[src/rtl/ppw_pkg.sv]
package ppw_pkg;

    // Outcome held for one cycle after an access
    typedef enum logic [2:0] {
        ST_IDLE  = 3'd0,
        ST_ROUTE = 3'd1,
        ST_LOCAL = 3'd2,
        ST_MUTE  = 3'd3,
        ST_FAULT = 3'd4
    } ppw_state_e;

    // Region of the window an offset falls in
    typedef enum logic [1:0] {
        RG_LOCAL = 2'd0,
        RG_INTF  = 2'd1,
        RG_TIMER = 2'd2,
        RG_NONE  = 2'd3
    } ppw_region_e;

    localparam int WIN_W = 12;

    // Window boundaries (behaviour depends on these)
    localparam logic [WIN_W-1:0] WIN_INTF_ALIAS = 12'h100;
    localparam logic [WIN_W-1:0] WIN_INTF_BANK  = 12'h200;
    localparam logic [WIN_W-1:0] WIN_TMR_ALIAS  = 12'h600;
    localparam logic [WIN_W-1:0] WIN_TMR_BANK   = 12'h700;
    localparam logic [WIN_W-1:0] WIN_END        = 12'hB00;

    // Built-in register offsets
    localparam logic [7:0] OFS_CTRL  = 8'h00;
    localparam logic [7:0] OFS_CFG   = 8'h04;
    localparam logic [7:0] OFS_STAT  = 8'h08;
    localparam logic [7:0] OFS_FLUSH = 8'h0C;

    // First bit of the present-core mask in the configuration word
    localparam int CFG_MASK_LSB = 4;

endpackage

[src/rtl/ppw_window_decode.sv]
module ppw_window_decode
    import ppw_pkg::*;
#(
    parameter int CPU_W  = 2,
    parameter int SLOT_W = CPU_W + 1,
    parameter int LOC_W  = 8
) (
    input  logic [WIN_W-1:0]  off,
    input  logic [CPU_W-1:0]  req_cpu,
    input  logic [CPU_W:0]    cpu_count,
    output ppw_region_e       region,
    output logic              in_count,
    output logic [SLOT_W-1:0] slot,
    output logic [LOC_W-1:0]  loc
);

    localparam int PAGE_W = WIN_W - 8;
    localparam logic [PAGE_W-1:0] INTF_PAGE0 = WIN_INTF_BANK[WIN_W-1:8];
    localparam logic [PAGE_W-1:0] TMR_PAGE0  = WIN_TMR_BANK[WIN_W-1:8];

    logic [PAGE_W-1:0] page;
    logic [PAGE_W-1:0] bank;
    logic              wd_pick;

    assign page    = off[WIN_W-1:8];
    assign wd_pick = off[5];

    always_comb begin
        region = RG_NONE;
        bank   = '0;
        loc    = '0;
        if (off < WIN_INTF_ALIAS) begin
            region = RG_LOCAL;
            loc    = LOC_W'(off[7:0]);
        end else if (off < WIN_INTF_BANK) begin
            region = RG_INTF;
            bank   = PAGE_W'(req_cpu);
            loc    = LOC_W'(off[7:0]);
        end else if (off < WIN_TMR_ALIAS) begin
            region = RG_INTF;
            bank   = page - INTF_PAGE0;
            loc    = LOC_W'(off[7:0]);
        end else if (off < WIN_TMR_BANK) begin
            region = RG_TIMER;
            bank   = PAGE_W'(req_cpu);
            loc    = LOC_W'(off[3:0]);
        end else if (off < WIN_END) begin
            region = RG_TIMER;
            bank   = page - TMR_PAGE0;
            loc    = LOC_W'(off[3:0]);
        end
    end

    assign in_count = (int'(bank) < int'(cpu_count));

    always_comb begin
        unique case (region)
            RG_TIMER: slot = {bank[CPU_W-1:0], wd_pick};
            RG_INTF:  slot = SLOT_W'(bank[CPU_W-1:0]);
            default:  slot = '0;
        endcase
    end

endmodule

[src/rtl/ppw_ctrl_regs.sv]
module ppw_ctrl_regs
    import ppw_pkg::*;
#(
    parameter int MAX_CPU = 4,
    parameter int CPU_W   = 2,
    parameter int DATA_W  = 32
) (
    input  logic              clk,
    input  logic              rst_n,
    input  logic              hit,
    input  logic              rd,
    input  logic              wr,
    input  logic [7:0]        reg_off,
    input  logic [DATA_W-1:0] wdata,
    input  logic [CPU_W:0]    cpu_count,
    output logic              legal,
    output logic [DATA_W-1:0] rdata
);

    logic              ctrl_q;
    logic              rd_ok;
    logic              wr_ok;
    logic              wr_en;
    logic [DATA_W-1:0] cfg_word;

    always_comb begin
        unique case (reg_off)
            OFS_CTRL, OFS_CFG, OFS_STAT, OFS_FLUSH: rd_ok = 1'b1;
            default:                                rd_ok = 1'b0;
        endcase
        unique case (reg_off)
            OFS_CTRL, OFS_FLUSH: wr_ok = 1'b1;
            default:             wr_ok = 1'b0;
        endcase
    end

    assign legal = (!rd || rd_ok) && (!wr || wr_ok);
    assign wr_en = hit && wr && legal && (reg_off == OFS_CTRL);

    always_ff @(posedge clk or negedge rst_n) begin
        if (!rst_n) begin
            ctrl_q <= 1'b0;
        end else if (wr_en) begin
            ctrl_q <= wdata[0];
        end
    end

    // Configuration word: present-core mask and count-1
    always_comb begin
        cfg_word = '0;
        cfg_word[CPU_W-1:0] = CPU_W'(cpu_count - 1'b1);
    end

    logic [MAX_CPU-1:0] present;
    for (genvar gi = 0; gi < MAX_CPU; gi++) begin : g_present
        assign present[gi] = (gi < int'(cpu_count));
    end

    always_comb begin
        unique case (reg_off)
            OFS_CTRL: rdata = DATA_W'(ctrl_q);
            OFS_CFG:  rdata = cfg_word | (DATA_W'(present) << CFG_MASK_LSB);
            default:  rdata = '0;
        endcase
    end


    // ctrl_hold_chk
    ctrl_hold_chk: assert property (@(posedge clk) disable iff (!rst_n)
        !$stable(ctrl_q) |-> $past(hit && wr && reg_off == OFS_CTRL));

endmodule

[src/rtl/ppw_decoder.sv]
module ppw_decoder
    import ppw_pkg::*;
#(
    parameter int MAX_CPU = 4,
    parameter int DATA_W  = 32,
    parameter int ADDR_W  = 32,
    parameter int CPU_W   = $clog2(MAX_CPU),
    parameter int SLOT_W  = CPU_W + 1,
    parameter int LOC_W   = 8
) (
    input  logic              clk,
    input  logic              rst_n,
    input  logic              req_rd,
    input  logic              req_wr,
    input  logic [ADDR_W-1:0] req_addr,
    input  logic [DATA_W-1:0] req_wdata,
    input  logic [CPU_W-1:0]  req_cpu,
    input  logic [CPU_W:0]    cpu_count,
    output logic              rsp_valid,
    output logic              rsp_rd,
    output logic              rsp_wr,
    output logic [DATA_W-1:0] rsp_wdata,
    output logic              sel_local,
    output logic              sel_intf,
    output logic              sel_timer,
    output logic [SLOT_W-1:0] rsp_slot,
    output logic [LOC_W-1:0]  rsp_loc,
    output logic [DATA_W-1:0] rsp_rdata,
    output logic              rsp_err
);

    logic [WIN_W-1:0]  off;
    ppw_region_e       region;
    logic              in_count;
    logic [SLOT_W-1:0] dec_slot;
    logic [LOC_W-1:0]  dec_loc;
    logic              local_legal;
    logic [DATA_W-1:0] local_rdata;
    logic              any_req;

    ppw_state_e        state_q, state_d;
    logic              cap_timer;
    logic [SLOT_W-1:0] cap_slot;
    logic [LOC_W-1:0]  cap_loc;
    logic              cap_rd;
    logic              cap_wr;
    logic [DATA_W-1:0] cap_wdata;
    logic [DATA_W-1:0] cap_rdata;

    assign off     = req_addr[WIN_W-1:0];
    assign any_req = req_rd || req_wr;

    ppw_window_decode #(
        .CPU_W  (CPU_W),
        .SLOT_W (SLOT_W),
        .LOC_W  (LOC_W)
    ) u_decode (
        .off       (off),
        .req_cpu   (req_cpu),
        .cpu_count (cpu_count),
        .region    (region),
        .in_count  (in_count),
        .slot      (dec_slot),
        .loc       (dec_loc)
    );

    ppw_ctrl_regs #(
        .MAX_CPU (MAX_CPU),
        .CPU_W   (CPU_W),
        .DATA_W  (DATA_W)
    ) u_regs (
        .clk       (clk),
        .rst_n     (rst_n),
        .hit       (region == RG_LOCAL),
        .rd        (req_rd),
        .wr        (req_wr),
        .reg_off   (off[7:0]),
        .wdata     (req_wdata),
        .cpu_count (cpu_count),
        .legal     (local_legal),
        .rdata     (local_rdata)
    );

    // Next-state selection
    always_comb begin
        state_d = ST_IDLE;
        if (any_req) begin
            unique case (region)
                RG_LOCAL:          state_d = local_legal ? ST_LOCAL : ST_FAULT;
                RG_INTF, RG_TIMER: state_d = in_count ? ST_ROUTE : ST_MUTE;
                default:           state_d = ST_FAULT;
            endcase
        end
    end

    // State register
    always_ff @(posedge clk or negedge rst_n) begin
        if (!rst_n) begin
            state_q <= ST_IDLE;
        end else begin
            state_q <= state_d;
        end
    end

    // Access capture
    always_ff @(posedge clk or negedge rst_n) begin
        if (!rst_n) begin
            cap_timer <= 1'b0;
            cap_slot  <= '0;
            cap_loc   <= '0;
            cap_rd    <= 1'b0;
            cap_wr    <= 1'b0;
            cap_wdata <= '0;
            cap_rdata <= '0;
        end else if (any_req) begin
            cap_timer <= (region == RG_TIMER);
            cap_slot  <= dec_slot;
            cap_loc   <= dec_loc;
            cap_rd    <= req_rd;
            cap_wr    <= req_wr;
            cap_wdata <= req_wdata;
            cap_rdata <= req_rd ? local_rdata : '0;
        end
    end

    // Outputs from state
    always_comb begin
        rsp_valid = 1'b0;
        rsp_rd    = 1'b0;
        rsp_wr    = 1'b0;
        rsp_wdata = '0;
        sel_local = 1'b0;
        sel_intf  = 1'b0;
        sel_timer = 1'b0;
        rsp_slot  = '0;
        rsp_loc   = '0;
        rsp_rdata = '0;
        rsp_err   = 1'b0;
        unique case (state_q)
            ST_IDLE: ;
            ST_ROUTE: begin
                rsp_valid = 1'b1;
                rsp_rd    = cap_rd;
                rsp_wr    = cap_wr;
                rsp_wdata = cap_wdata;
                sel_intf  = !cap_timer;
                sel_timer = cap_timer;
                rsp_slot  = cap_slot;
                rsp_loc   = cap_loc;
            end
            ST_LOCAL: begin
                rsp_valid = 1'b1;
                rsp_rd    = cap_rd;
                rsp_wr    = cap_wr;
                rsp_wdata = cap_wdata;
                sel_local = 1'b1;
                rsp_loc   = cap_loc;
                rsp_rdata = cap_rdata;
            end
            ST_MUTE: begin
                rsp_valid = 1'b1;
            end
            ST_FAULT: begin
                rsp_valid = 1'b1;
                rsp_err   = 1'b1;
            end
            default: ;
        endcase
    end


    // rsp_follows_req_chk
    rsp_follows_req_chk: assert property (@(posedge clk) disable iff (!rst_n)
        (req_rd || req_wr) |=> rsp_valid);


    // rsp_no_spurious_chk
    rsp_no_spurious_chk: assert property (@(posedge clk) disable iff (!rst_n)
        rsp_valid |-> $past(req_rd || req_wr));


    // sel_onehot_chk
    sel_onehot_chk: assert property (@(posedge clk) disable iff (!rst_n)
        $onehot0({sel_local, sel_intf, sel_timer}));


    // err_isolated_chk
    err_isolated_chk: assert property (@(posedge clk) disable iff (!rst_n)
        rsp_err |-> (!sel_local && !sel_intf && !sel_timer && rsp_rdata == '0));


    // slot_in_count_chk
    slot_in_count_chk: assert property (@(posedge clk) disable iff (!rst_n)
        sel_intf |-> (int'(rsp_slot) < int'($past(cpu_count))));

endmodule

[config.mk]
export PLATFORM = sky130hd
export DESIGN_NAME = ppw_decoder
export DESIGN_NICKNAME = d
export VERILOG_FILES = /design/src/rtl/ppw_pkg.sv /design/src/rtl/ppw_window_decode.sv /design/src/rtl/ppw_ctrl_regs.sv /design/src/rtl/ppw_decoder.sv
export SDC_FILE = /design/constraint.sdc
export NUM_CORES = 1
export LEC_CHECK = 0
export BUFFER_PORTS_ARGS = -buffer_cell sky130_fd_sc_hd__buf_4
export CORE_ASPECT_RATIO = 0.5
export CORE_MARGIN = 10
export CORE_UTILIZATION = 46
export DETAILED_ROUTE_END_ITERATION = 16
export GPL_ROUTABILITY_DRIVEN = 0
export GPL_TIMING_DRIVEN = 0
export PLACE_DENSITY = 0.8
export SLEW_MARGIN = 20
export SYNTH_ARGS = -nofsm -noshare
export SYNTH_HDL_FRONTEND = slang
export SYNTH_SLANG_ARGS = --single-unit
[constraint.sdc]
create_clock -name clk -period 1.4 [get_ports clk]
set_input_delay 0.07 -clock clk [delete_from_list [all_inputs] [get_ports clk]]
set_output_delay 0.07 -clock clk [all_outputs]
set_load 0.05 [all_outputs]
Yosys cells after proc, flatten, opt, wreduce, memory -nomap -nowiden
Index checks and enable logic that the tools add are counted.
{"block": "op_classes", "mux": 35, "magnitude_cmp": 10, "n_eq_ne": 9, "bitwise_logic": 1, "add_sub_neg": 3, "reduce_logical": 17}
{"cell": "2-to-1 mux 32 bit", "count": 3}
{"cell": "case mux 32 bit (2 select lines)", "count": 1}
{"cell": "2-to-1 mux 8 bit", "count": 5}
{"cell": "less-than comparator 12 x 11 -> 1 bit, second input constant", "count": 2}
{"cell": "2-to-1 mux 4 bit", "count": 6}
{"cell": "equality test 8 x 4 -> 1 bit, second input constant", "count": 2}
{"cell": "less-than comparator 12 x 10 -> 1 bit, second input constant", "count": 1}
{"cell": "less-than comparator 12 bit, second input constant", "count": 1}
{"cell": "less-than comparator 12 x 9 -> 1 bit, second input constant", "count": 1}
{"cell": "case mux 3 bit (2 select lines)", "count": 2}
{"cell": "2-to-1 mux 1 bit", "count": 10}
{"cell": "2-to-1 mux 2 bit", "count": 5}
{"cell": "2-to-1 mux 3 bit", "count": 3}
{"cell": "equality test 8 x 3 -> 1 bit, second input constant", "count": 1}
{"cell": "logical NOT 8 bit", "count": 1}
{"cell": "bitwise OR 2 x 8 -> 8 bit", "count": 1}
{"cell": "OR reduction 4 bit", "count": 2}
{"cell": "equality test 3 x 2 -> 1 bit, second input constant", "count": 2}
{"cell": "less-than comparator 1 x 3 -> 1 bit, first input constant", "count": 2}
{"cell": "less-than comparator 2 x 3 -> 1 bit, first input constant", "count": 2}
{"cell": "OR reduction 2 bit", "count": 3}
{"cell": "logical AND 1 bit", "count": 4}
{"cell": "less-than comparator 4 x 3 -> 1 bit", "count": 1}
{"cell": "subtractor 4 x 2 -> 4 bit, second input constant", "count": 1}
{"cell": "9 further kinds", "count": 13}
{"block": "word_totals", "regBits": 82, "input_bits": 73, "word_cells": 84}

Longest topological paths before layout
Gate-level depths: netlist of the first run.
{"block": "logic_depth", "word_depth": 10, "depth_mapped": 10}

Hierarchy
From an unflattened synthesis of the first run, not the netlist that was laid out.
{"block": "hier_totals", "hier_cells": 468, "area_unflattened_um2": 4932.2}
{"mod": "ppw_decoder", "n_inst": 1, "area_per_inst_um2": 4105.2, "cells_each": 347}
{"mod": "ppw_window_decode", "n_inst": 1, "area_per_inst_um2": 456.7, "cells_each": 70}
{"mod": "ppw_ctrl_regs", "n_inst": 1, "area_per_inst_um2": 370.4, "cells_each": 51}

Worst setup path after synthesis of the first run
No wires, ideal clock.
{"block": "synth_path", "kind": "register to output", "start": "register state_q[2]", "end": "output rsp_loc[0]", "slack_ns": -1.777, "arrival_ns": 3.107, "stages_incl_launch_ff": 5, "cell_sequence": "dfrtp_1 -> nor3b_1 -> nor2_1 -> clkbuf_1 -> nor2b_1"}
{"block": "synth_between", "elab_chain_cells": 3, "elab_cells_between_ends": 4, "classes_between": "eq/ne: 2; mux: 1; reduce/logical: 1"}
{"item": "start: declaration", "line": "ppw_decoder.sv:41", "rtl": "ppw_state_e state_q, state_d;"}
{"item": "start signal: assignment", "line": "ppw_decoder.sv:101", "rtl": "state_q <= state_d;"}
{"item": "equality test 3 x 2 -> 1 bit or equality test 3 x 1 -> 1 bit (tied branches)", "line": "ppw_decoder.sv:139", "rtl": "unique case (state_q)"}
{"item": "OR reduction 2 bit (no line) (*)"}
{"item": "2-to-1 mux 8 bit (*)", "line": "ppw_decoder.sv:139"}
{"item": "end: declaration", "line": "ppw_decoder.sv:27", "rtl": "output logic [LOC_W-1:0] rsp_loc,"}
Mark *: on every way between the ends. The rest lies on a longest branch, timed or not.

Worst setup path in the final report of the first run
{"block": "layout_path", "start": "register state_q[1]", "end": "output rsp_wdata[5]"}
{"block": "layout_between", "elab_chain_cells": 3, "elab_cells_between_ends": 4, "classes_between": "eq/ne: 2; mux: 1; reduce/logical: 1"}
{"item": "equality test 3 x 2 -> 1 bit or equality test 3 x 1 -> 1 bit (tied branches)", "line": "ppw_decoder.sv:139"}
{"item": "OR reduction 2 bit (no line) (*)"}
{"item": "2-to-1 mux 32 bit (*)", "line": "ppw_decoder.sv:139"}
{"item": "end: declaration", "line": "ppw_decoder.sv:22", "rtl": "output logic [DATA_W-1:0] rsp_wdata,"}
Marks and branches as above.

==> metrics.csv, run 1 <==
stage;metric;value;unit
cells_and_area;nNetsFinal;552;
drt;routedWlPerCell;18.4;µm
cells_and_area;stdcell_area;5410;µm²
power;p_per_area;1020;nW/µm²
timing;drv_slew;0;
job;drv_cap;0;
clock_tree;cts_max_level;2;
worst_setup_path;endpoint_kind;output pin;
cells_and_area;syn2layout_area_growth;73.0;%
clock_tree;cts_root_buf;clkbuf_16;
clock_tree;cts.clk_slew.worst_paths;0.07;ns
worst_hold_path;min_from;req_addr[0];
drt;ant_nets;0;
global_route;track_usage;0.181;
logic_synthesis;netlist_instances;311;
power;ir_worst_vdd;0.537;mV
worst_setup_path;reg2reg_from;cap_timer;
floorplanning;die_w;137;µm
timing;tightest_slew;0.734;ns
timing;clock-skew-final;0.000892;ns
worst_setup_path;crit_required;1.33;ns
worst_setup_path;cp.arrival;1.79;ns
clock_tree;cts_made_buffers;5;
global_route;grtUsageMet3;0.0470;
drt;drcViolationCount;0;
worst_setup_path;crit_chain;nor3b_4, nor2_4, buf_12, clkbuf_16, nor2b_4, buf_8;
logic_synthesis;synthArstFlopShare;1.00;
outcome;failed_checks;setup timing;
place;io_buffer_count;108;
worst_setup_path;cp_max_fo;8;
floorplanning;die_h;78.3;µm
global_route;grt.busiest_layer;met2;
floorplanning;start_util;0.471;
worst_setup_path;criticalPathCategory;register to output pin;
timing;fin_crit;1.86;ns
logic_synthesis;synth_area_leaders;dfrtp_1 45%, mux2_2 12%, nor2b_1 9.2%;
drt;drt_iter0_markers;143;
place;preCtsSetupSlack;-0.970;ns
worst_hold_path;whs_path_depth;3;
floorplanning;rows;21;
drt;vias;2780;
timing;period_share;1.33;
drt;viasPerCell;4.95;
worst_setup_path;slowest_stage;dfrtp_1;
worst_setup_path;rr_worst_depth;1;
global_route;grt_use_met1;0.188;
power;leakage;0.00262;µW
drt;dr.pass1.iters;5;
floorplanning;dieArea;10700;µm²
logic_synthesis;yosys_warnings;0;
worst_hold_path;hold_end;cap_loc[0];
timing;finalHoldViolCount;0;
timing;max_slew_margin;0.511;
timing;fmax;0.537;GHz
timing;setup_ws;-0.462;ns
logic_synthesis;synth_top_area_share;0.448;
outcome;status;finished with violations;
worst_setup_path;r2r-end;cap_timer;
logic_synthesis;ys_types;40;
logic_synthesis;ys.flop_type;dfrtp_1;
floorplanning;pin_count;155;
timing;rsz0062_at_grt;yes;
cells_and_area;n_antenna_cell;0;
clock_tree;cts_sinks;56;
global_route;grt_pass1_vias;3194;
worst_setup_path;start_kind;register;
clock_tree;clk_latency;0.29;ns
logic_synthesis;syn_area;3130;µm²
worst_hold_path;min_path_type;input pin to register;
worst_setup_path;cpPeakStageDelay;0.46;ns
cells_and_area;drive_above_1_share;0.583;
logic_synthesis;synth_seq_cells;56;
global_route;grt_pass1_wl;15.8;mm
global_route;gr-usage-met2;0.354;
worst_setup_path;reg2reg_slack;0.59;ns
clock_tree;tritoncts;built;
global_route;grt_max_degree;57;
global_route;antenna_found_initial;0;
floorplanning;core;6650;µm²
place;placed_area;4640;µm²
logic_synthesis;synth_top_area_cell;dfrtp_1;
power;power;5500;µW
place;place_hpwl;7.04;mm
timing;setup-violations-final;55;
clock_tree;clk_path_buf_depth;2;
drt;wirelength;10.4;mm
logic_synthesis;ys_seq_area_frac;0.448;
logic_synthesis;synth_area_per_cell;10.1;µm²
global_route;overflow;0;
logic_synthesis;synth_edf_count;0;
==> state kept, by name, summed over array words and instances (netlist names) <==
register and cells:
cap_wdata 32, cap_loc 8, cap_rdata 6, cap_slot 3, state_q 3, cap_rd 1
cap_timer 1, cap_wr 1, u_regs.ctrl_q 1
==> metal layers <==
| metal | routed length, µm | vias to the layer above |
|---|---|---|
| met4 | 121 | 0 |
| met2 | 5760 | 86 |
| met1 | 3830 | 1382 |
| met3 | 659 | 11 |
| li1 | - | 1301 |
| met5 | 0 | - |
==> area by class of cell <==
class                   count  area, µm²
plain buffers              38        334
clock buffers               8        146
fillers                   368       1240
inverters                  11       61.3
multi-input cells         230       1970
flip-flops and latches     56       1400
well taps                  92        115
repair buffers            127       1380
==> synthesized netlist by cell type, drive strengths merged (3+ instances only) <==
library cell	instances
clkbuf	7
and2	12
mux2	34
buf	32
a21oi	5
nor3b	3
nand3	12
dfrtp	56
inv	11
nand2	28
nor2	15
ha	10
nor2b	46
o21ai	12
==> worst max-delay path, delay by kind of cell, from the launching register on <==
kind / cells / cell delay, ns
buffers and inverters: 3 / 0.49
DFF: 1 / 0.46
and+or+nand+nor: 3 / 0.54
==> timing repair <==
action                                  in CTS  in global routing
endpoints found under the setup margin      58                 60
hold endpoints to repair                    57                  0
hold buffers                                 2                  0
gates cloned                                 4                  0
resized for setup                           82                 38
buffers inserted                            12                  5
pin swaps                                   11                  5
==> metrics by stage <==
stage	util	hold slack (ns)	instances	TNS, ns
6_report	0.814	0.00842	562	-20.45
3_5_place_dp	0.698	0.173	536	-25.09
4_1_cts	0.794	0.00779	560	-15.85
3_3_place_gp	0.698	0.152	536	-22.29
5_1_grt	0.814	0.00320	562	-22.69
2_1_floorplan	-	-0.226	336	-20.37
==> placed cells by master (no fill, tap or decap), drive strengths merged, types with 2 or more instances in the layout <==
cell type,netlist,final
nor3b,3,3
o21ai,12,12
ha,10,10
clkbuf,7,16
a21oi,5,5
nor2b,46,46
buf,32,155
dfrtp,56,56
nand2,28,28
and2,12,12
conb,1,26
mux2,34,34
nand4b,2,2
nor2,15,15
nor3,2,2
xnor2,2,2
a31oi,2,2
nand3,12,12
inv,11,11
dlygate4sd3,0,2
==> cells by family after synthesis <==
| family | share of synthesized area |
|---|---|
| flops | 0.448 |
| other cells | 0.00120 |
| fa+ha+maj | 0.0400 |
| buf+inv | 0.0952 |
| xor+xnor | 0.00840 |
| simple gates | 0.216 |
| compound gates | 0.0688 |
| mux | 0.122 |
==> where the power goes <==
group | total [µW] | switching (µW) | internal (µW)
Sequential | 1830 | 86.3 | 1740
Clock | 1290 | 569 | 716
Combinational | 2390 | 1330 | 1060
Total | 5500 | 1980 | 3520
==> worst max-delay path by stage <==
stage	from	to	slack [ns]	depth (start not counted)
floorplan	req_addr[9]	state_q[1]	-0.45	9
global placement	req_addr[9]	state_q[1]	-0.86	9
detailed placement	req_addr[9]	state_q[1]	-0.97	9
CTS	state_q[2]	rsp_wdata[5]	-0.34	6
global route	state_q[1]	rsp_wdata[5]	-0.50	6
finish	state_q[1]	rsp_wdata[5]	-0.46	6
No activity file was read; power rests on OpenSTA's default activity.
==> inputs of run 2 (changes only) <==
- CORE_ASPECT_RATIO: 0.5 -> 0.9
- CORE_UTILIZATION: 46 -> 48
- CTS_BUF_LIST: unset -> sky130_fd_sc_hd__clkbuf_2
- PLACE_DENSITY: 0.8 -> 0.83
==> run 2 against run 1 <==
  * The flow still finishes with violations (setup timing)
  * Count of clock-buffer cells in the layout shrank 3
  * Sequential share of layout area shrank 1.5 points
  * Clock power shrank 34%
  * Hold slack gained 0.069 ns
  * Power shrank 3.5%
  * Clock skew grew 0.0058 ns
  * Critical endpoint is now rsp_wdata[21]
  * Cell count grew 7.7%
  * Highest routed layer unchanged
  * Maximum frequency shrank 13%
  * Sequential power is essentially flat
  * Critical path depth is the same
  * Global-route usage grew 4.0 points
==> metrics.csv, run 2 (synthesis results as in run 1) <==
stage;metric;value;unit
global_route;grt_pass1_wl;18.1;mm
power;power;5310;µW
clock_tree;cts_max_level;2;
cells_and_area;nNetsFinal;599;
cells_and_area;drive_above_1_share;0.526;
drt;ant_nets;0;
worst_hold_path;hold_end;cap_loc[7];
floorplanning;die_h;96.6;µm
floorplanning;rows;27;
worst_hold_path;whs_path_depth;4;
cells_and_area;top_register;cap_wdata;
drt;vias;3396;
power;ir_worst_vdd;0.565;mV
drt;drt_iter0_markers;322;
timing;setup-violations-final;66;
global_route;grt_max_degree;57;
timing;fmax;0.465;GHz
clock_tree;clk_latency;0.45;ns
worst_setup_path;reg2reg_from;cap_rd;
clock_tree;tritoncts;built;
timing;clock-skew-final;0.00666;ns
worst_hold_path;min_path_type;input pin to register;
timing;rsz0062_at_grt;yes;
power;leakage;0.00276;µW
timing;fin_tns_setup;-37.01;ns
drt;drcViolationCount;0;
clock_tree;cts_made_buffers;5;
power;p_per_area;923;nW/µm²
place;io_buffer_count;108;
timing;setup_ws;-0.752;ns
worst_setup_path;rr_worst_depth;2;
cells_and_area;largest_register_ffs;32;
worst_setup_path;crit_required;1.33;ns
worst_setup_path;criticalPathCategory;register to output pin;
global_route;grt_pass1_vias;3283;
cells_and_area;syn2layout_area_growth;83.8;%
worst_setup_path;cp.arrival;2.08;ns
clock_tree;cts_root_buf;clkbuf_2;
worst_setup_path;r2r-end;cap_rd;
outcome;failed_checks;setup timing;
floorplanning;core;6220;µm²
job;drv_cap;0;
worst_setup_path;endpoint_kind;output pin;
clock_tree;cts_sinks;56;
drt;wirelength;15.3;mm
timing;fin_crit;2.15;ns
timing;drv_slew;0;
drt;dr.pass1.iters;7;
cells_and_area;final_common_cell;buf_4;
timing;finalHoldViolCount;0;
global_route;overflow;0;
global_route;track_usage;0.221;
cells_and_area;mostFrequentLayoutCells;91 x buf_4, 55 x dfrtp_1, 49 x dlygate4sd3_1;
floorplanning;die_w;105;µm
worst_hold_path;min_from;req_addr[10];
floorplanning;start_util;0.503;
floorplanning;pin_count;155;
timing;period_share;1.54;
cells_and_area;largestRegisters;cap_wdata: 32 flops, cap_loc: 8 flops, cap_rdata: 6 flops;
worst_setup_path;reg2reg_slack;0.03;ns
floorplanning;dieArea;10200;µm²
clock_tree;clk_path_buf_depth;2;
drt;routedWlPerCell;25.3;µm
worst_setup_path;cp_max_fo;8;
timing;max_slew_margin;0.511;
outcome;status;finished with violations;
timing;tightest_slew;0.733;ns
timing;hold_ws;0.0778;ns
global_route;antenna_found_initial;1;
clock_tree;cts.clk_slew.worst_paths;0.30;ns
place;place_hpwl;6.91;mm
drt;viasPerCell;5.61;
worst_setup_path;start_kind;register;
==> run 2: cell types whose count changed in the layout (fill, tap and decap cells not counted), moves of 4 or more <==
cell	previous run	this run
dlygate4sd3_1	2	49
and2_2	0	4
clkbuf_16	10	4
and2_1	2	6
clkbuf_2	0	5
buf_8	29	25
buf_4	86	91
and2_4	10	2
==> run 2: stage by stage <==
| stage | setup WS, ns | utilization | area (µm²) | cells |
|---|---|---|---|---|
| finish | -0.752 | 0.925 | 5750 | 605 |
| global route | -0.774 | 0.925 | 5750 | 605 |
| global placement | -0.875 | 0.746 | 4640 | 531 |
| CTS | -0.547 | 0.892 | 5540 | 597 |
| floorplan | -0.454 | - | 3720 | 336 |
| detailed placement | -0.868 | 0.746 | 4640 | 531 |
==> run 2: how the worst max path moves through the flow <==
stage                start            end  slack (ns)  depth (start not counted)
6_report        state_q[0]  rsp_wdata[21]       -0.75                          6
5_1_grt         state_q[0]  rsp_wdata[21]       -0.77                          6
4_1_cts         state_q[2]  rsp_wdata[23]       -0.55                          6
3_5_place_dp   req_addr[9]     state_q[1]       -0.87                          9
3_3_place_gp   req_addr[9]     state_q[1]       -0.88                          9
2_1_floorplan  req_addr[9]     state_q[1]       -0.45                          9
==> run 2: power by group <==
part	leakage (µW)	internal [µW]	switching (µW)
Sequential	0.000686	1740	108
Clock	0.0000380	290	557
Combinational	0.00203	1140	1470
Total	0.00276	3170	2140
==> run 2: cell type report <==
cell class,count,area (µm²)
multi-input cells,230,1980
repair buffers,175,1820
flip-flops and latches,56,1400
fillers,214,468
plain buffers,37,309
well taps,87,109
inverters,11,61.3
clock inverters,3,37.5
clock buffers,5,25.0
diodes,1,2.50
==> run 2: routing by layer <==
metal	GRT usage	vias to the layer above	part of all wire
met4	0.0365	0	0.038
met2	0.407	251	0.51
met3	0.0549	62	0.074
met1	0.261	1684	0.38
li1	-	1399	-
met5	0	-	0
==> run 2: critical path, cell delays in order, from the launching register on <==
cell	delay, ns
dfrtp_1	0.53
nor3b_4	0.33
nor2_4	0.09
buf_12	0.16
clkbuf_16	0.17
nor2b_4	0.18
buf_8	0.17
==> run 2: timing repair <==
item | 4_1_cts | 5_1_grt
endpoints found under the hold margin | 106 | 5
setup buffers | 9 | 5
endpoints found under the setup margin | 57 | 64
hold buffers | 48 | 1
resized for setup | 69 | 32
pin swaps | 9 | 3
cloned | 3 | 1
==> inputs of run 3 (changes only) <==
- CORE_UTILIZATION: 48 -> 46
- CTS_BUF_LIST: sky130_fd_sc_hd__clkbuf_2 -> unset
- PLACE_DENSITY: 0.83 -> 0.8
==> run 3 against run 2 <==
  * The flow still finishes with violations (setup timing)
  * Cell count decreased by 1.7%
  * Hold slack got worse by 0.070 ns
  * Wire length is 27% lower
  * Register-to-register slack improved by 0.55 ns
  * Clock power rose by 24%
  * Clock skew is 0.0044 ns lower
  * First-iteration DRC count fell by 67%
  * Non-clock buffer count is 12 lower
  * Power is 0.69% higher
  * Flip-flop and latch count did not move
  * Final area down 1.3%
  * Die area increased by 3.5%
  * Largest cell class unchanged
==> metrics.csv, run 3 (synthesis results as in run 1) <==
stage;metric;value;unit
cells_and_area;fillers;325;
global_route;grt_pass1_wl;16.8;mm
global_route;overflow;0;
job;drv_cap;0;
drt;drcViolationCount;0;
outcome;status;finished with violations;
power;internal_power;3380;µW
timing;finalHoldViolCount;0;
cells_and_area;layout.cells.non_filler;595;
drt;routedWlPerCell;18.8;µm
floorplanning;die_w;107;µm
drt;viasPerCell;4.87;
drt;drt_iter0_markers;107;
clock_tree;cts_max_level;2;
global_route;track_usage;0.194;
floorplanning;rows;28;
power;p_per_area;942;nW/µm²
global_route;grt_use_met1;0.219;
worst_hold_path;hold_end;cap_wdata[0];
power;leakage;0.00273;µW
cells_and_area;mostFrequentLayoutCells;89 x buf_4, 55 x dfrtp_1, 42 x nor2b_4;
worst_setup_path;reg2reg_from;cap_wdata[19];
worst_setup_path;cp.arrival;1.69;ns
worst_hold_path;min_path_type;input pin to register;
cells_and_area;final_common_cell;buf_4;
worst_setup_path;start_kind;register;
timing;max_slew_margin;0.523;
timing;fmax;0.568;GHz
outcome;failed_checks;setup timing;
drt;wirelength;11.2;mm
clock_tree;clk_path_buf_depth;2;
floorplanning;start_util;0.475;
cells_and_area;syn2layout_area_growth;81.3;%
floorplanning;die_h;98.2;µm
timing;drv_slew;0;
clock_tree;clk_latency;0.30;ns
global_route;antenna_found_initial;0;
cells_and_area;largestRegisters;cap_wdata: 32 flops, cap_loc: 8 flops, cap_rdata: 6 flops;
clock_tree;cts.clk_slew.worst_paths;0.10;ns
worst_setup_path;endpoint_kind;output pin;
worst_setup_path;reg2reg_slack;0.58;ns
clock_tree;cts_root_buf;clkbuf_8;
cells_and_area;largest_register_ffs;32;
clock_tree;cts_made_buffers;5;
drt;vias;2897;
worst_hold_path;min_from;req_wdata[0];
timing;setup_ws;-0.359;ns
clock_tree;tritoncts;built;
timing;tightest_slew;0.716;ns
power;seqPwrFrac;0.342;
clock_tree;cts_sinks;56;
floorplanning;pin_count;155;
power;power;5340;µW
power;swShare;0.368;
worst_setup_path;r2r-end;cap_wdata[19];
power;ir_worst_vdd;0.507;mV
cells_and_area;n_antenna_cell;0;
place;io_buffer_count;108;
place;place_hpwl;6.77;mm
power;clockPowerShare;0.196;
floorplanning;dieArea;10500;µm²
worst_setup_path;cp_max_fo;7;
worst_setup_path;crit_start;state_q[0];
worst_setup_path;crit_required;1.33;ns
cells_and_area;drive_above_1_share;0.543;
drt;ant_nets;0;
cells_and_area;top_register;cap_wdata;
timing;clock-skew-final;0.00225;ns
place;dp.cells;534;
floorplanning;core;6590;µm²
cells_and_area;final_core_util;0.861;
timing;fin_crit;1.76;ns
drt;dr.pass1.iters;4;
power;combPwrFrac;0.462;
worst_setup_path;criticalPathCategory;register to output pin;
timing;rsz0062_at_grt;yes;
worst_hold_path;whs_path_depth;2;
power;switchingPower;1960;µW
worst_setup_path;rr_worst_depth;1;
global_route;gr-usage-met2;0.363;
global_route;grt.busiest_layer;met2;
timing;setup-violations-final;57;
global_route;grt_max_degree;57;
timing;period_share;1.26;
global_route;grt_pass1_vias;3167;
cells_and_area;nNetsFinal;587;
global_route;grtUsageMet3;0.0493;
[run 3: changes by cell type in the layout (fill, tap and decap cells not counted), sizes merged]
cell	delta
clkbuf	-1
buf	+2
clkinv	-1
diode	-1
dlygate4sd3	-12
[run 3: power by group through the flow]
stage | Sequential, µW | Clock (µW) | Combinational, µW
after floorplan | 1820 | 0 | 1480
after detailed placement | 1840 | 0 | 1980
after CTS | 1810 | 1070 | 2340
final | 1830 | 1050 | 2470
after global routing | 1840 | 1120 | 2570
after global placement | 1830 | 0 | 1960
[run 3: how the worst max path moves through the flow]
stage                          to  slack [ns]
global placement       state_q[1]       -0.87
detailed placement     state_q[1]       -0.88
global route        rsp_wdata[10]       -0.41
finish              rsp_wdata[15]       -0.36
floorplan              state_q[1]       -0.45
CTS                 rsp_wdata[18]       -0.37
[run 3: repair_timing]
action                                  4_1_cts  5_1_grt
endpoints found under the setup margin       57       67
gates cloned                                  4        0
gates resized for setup                      72       26
hold buffers                                 36        1
endpoints found under the hold margin        92        1
buffers inserted                             12        3
pin swaps                                     9        1
[run 3: through the flow]
stage / hold WS (ns) / area (µm²) / setup TNS (ns) / setup WS, ns
detailed placement: 0.171 / 4640 / -29.35 / -0.878
floorplan: -0.226 / 3720 / -20.37 / -0.454
finish: 0.00777 / 5670 / -15.86 / -0.359
global route: -0.000227 / 5670 / -19.20 / -0.410
global placement: 0.170 / 4640 / -27.79 / -0.867
CTS: 0.000720 / 5540 / -16.33 / -0.365
[run 3: final cells by class]
cell class              instances  area [µm²]  area share
plain buffers                  38         334      0.0589
flip-flops and latches         56        1400       0.247
inverters                      11        61.3      0.0108
clock inverters                 2        35.0     0.00618
well taps                      90         113      0.0199
clock buffers                   6        72.6      0.0128
repair buffers                162        1660       0.293
multi-input cells             230        1990       0.351
[run 3: routing by layer]
metal  wire length, µm  vias to the layer above
li1                  -                     1370
met1              4340                     1420
met2              6100                       96
met3               626                       11
met4               114                        0
met5                 0                        -
[run 3: worst max-delay path: stages (launching register included)]
cell and delay (ns):
dfrtp_1 0.44, nor3b_4 0.26, nor2_4 0.08, buf_12 0.15
buf_8 0.15, nor2b_4 0.15, buf_8 0.16
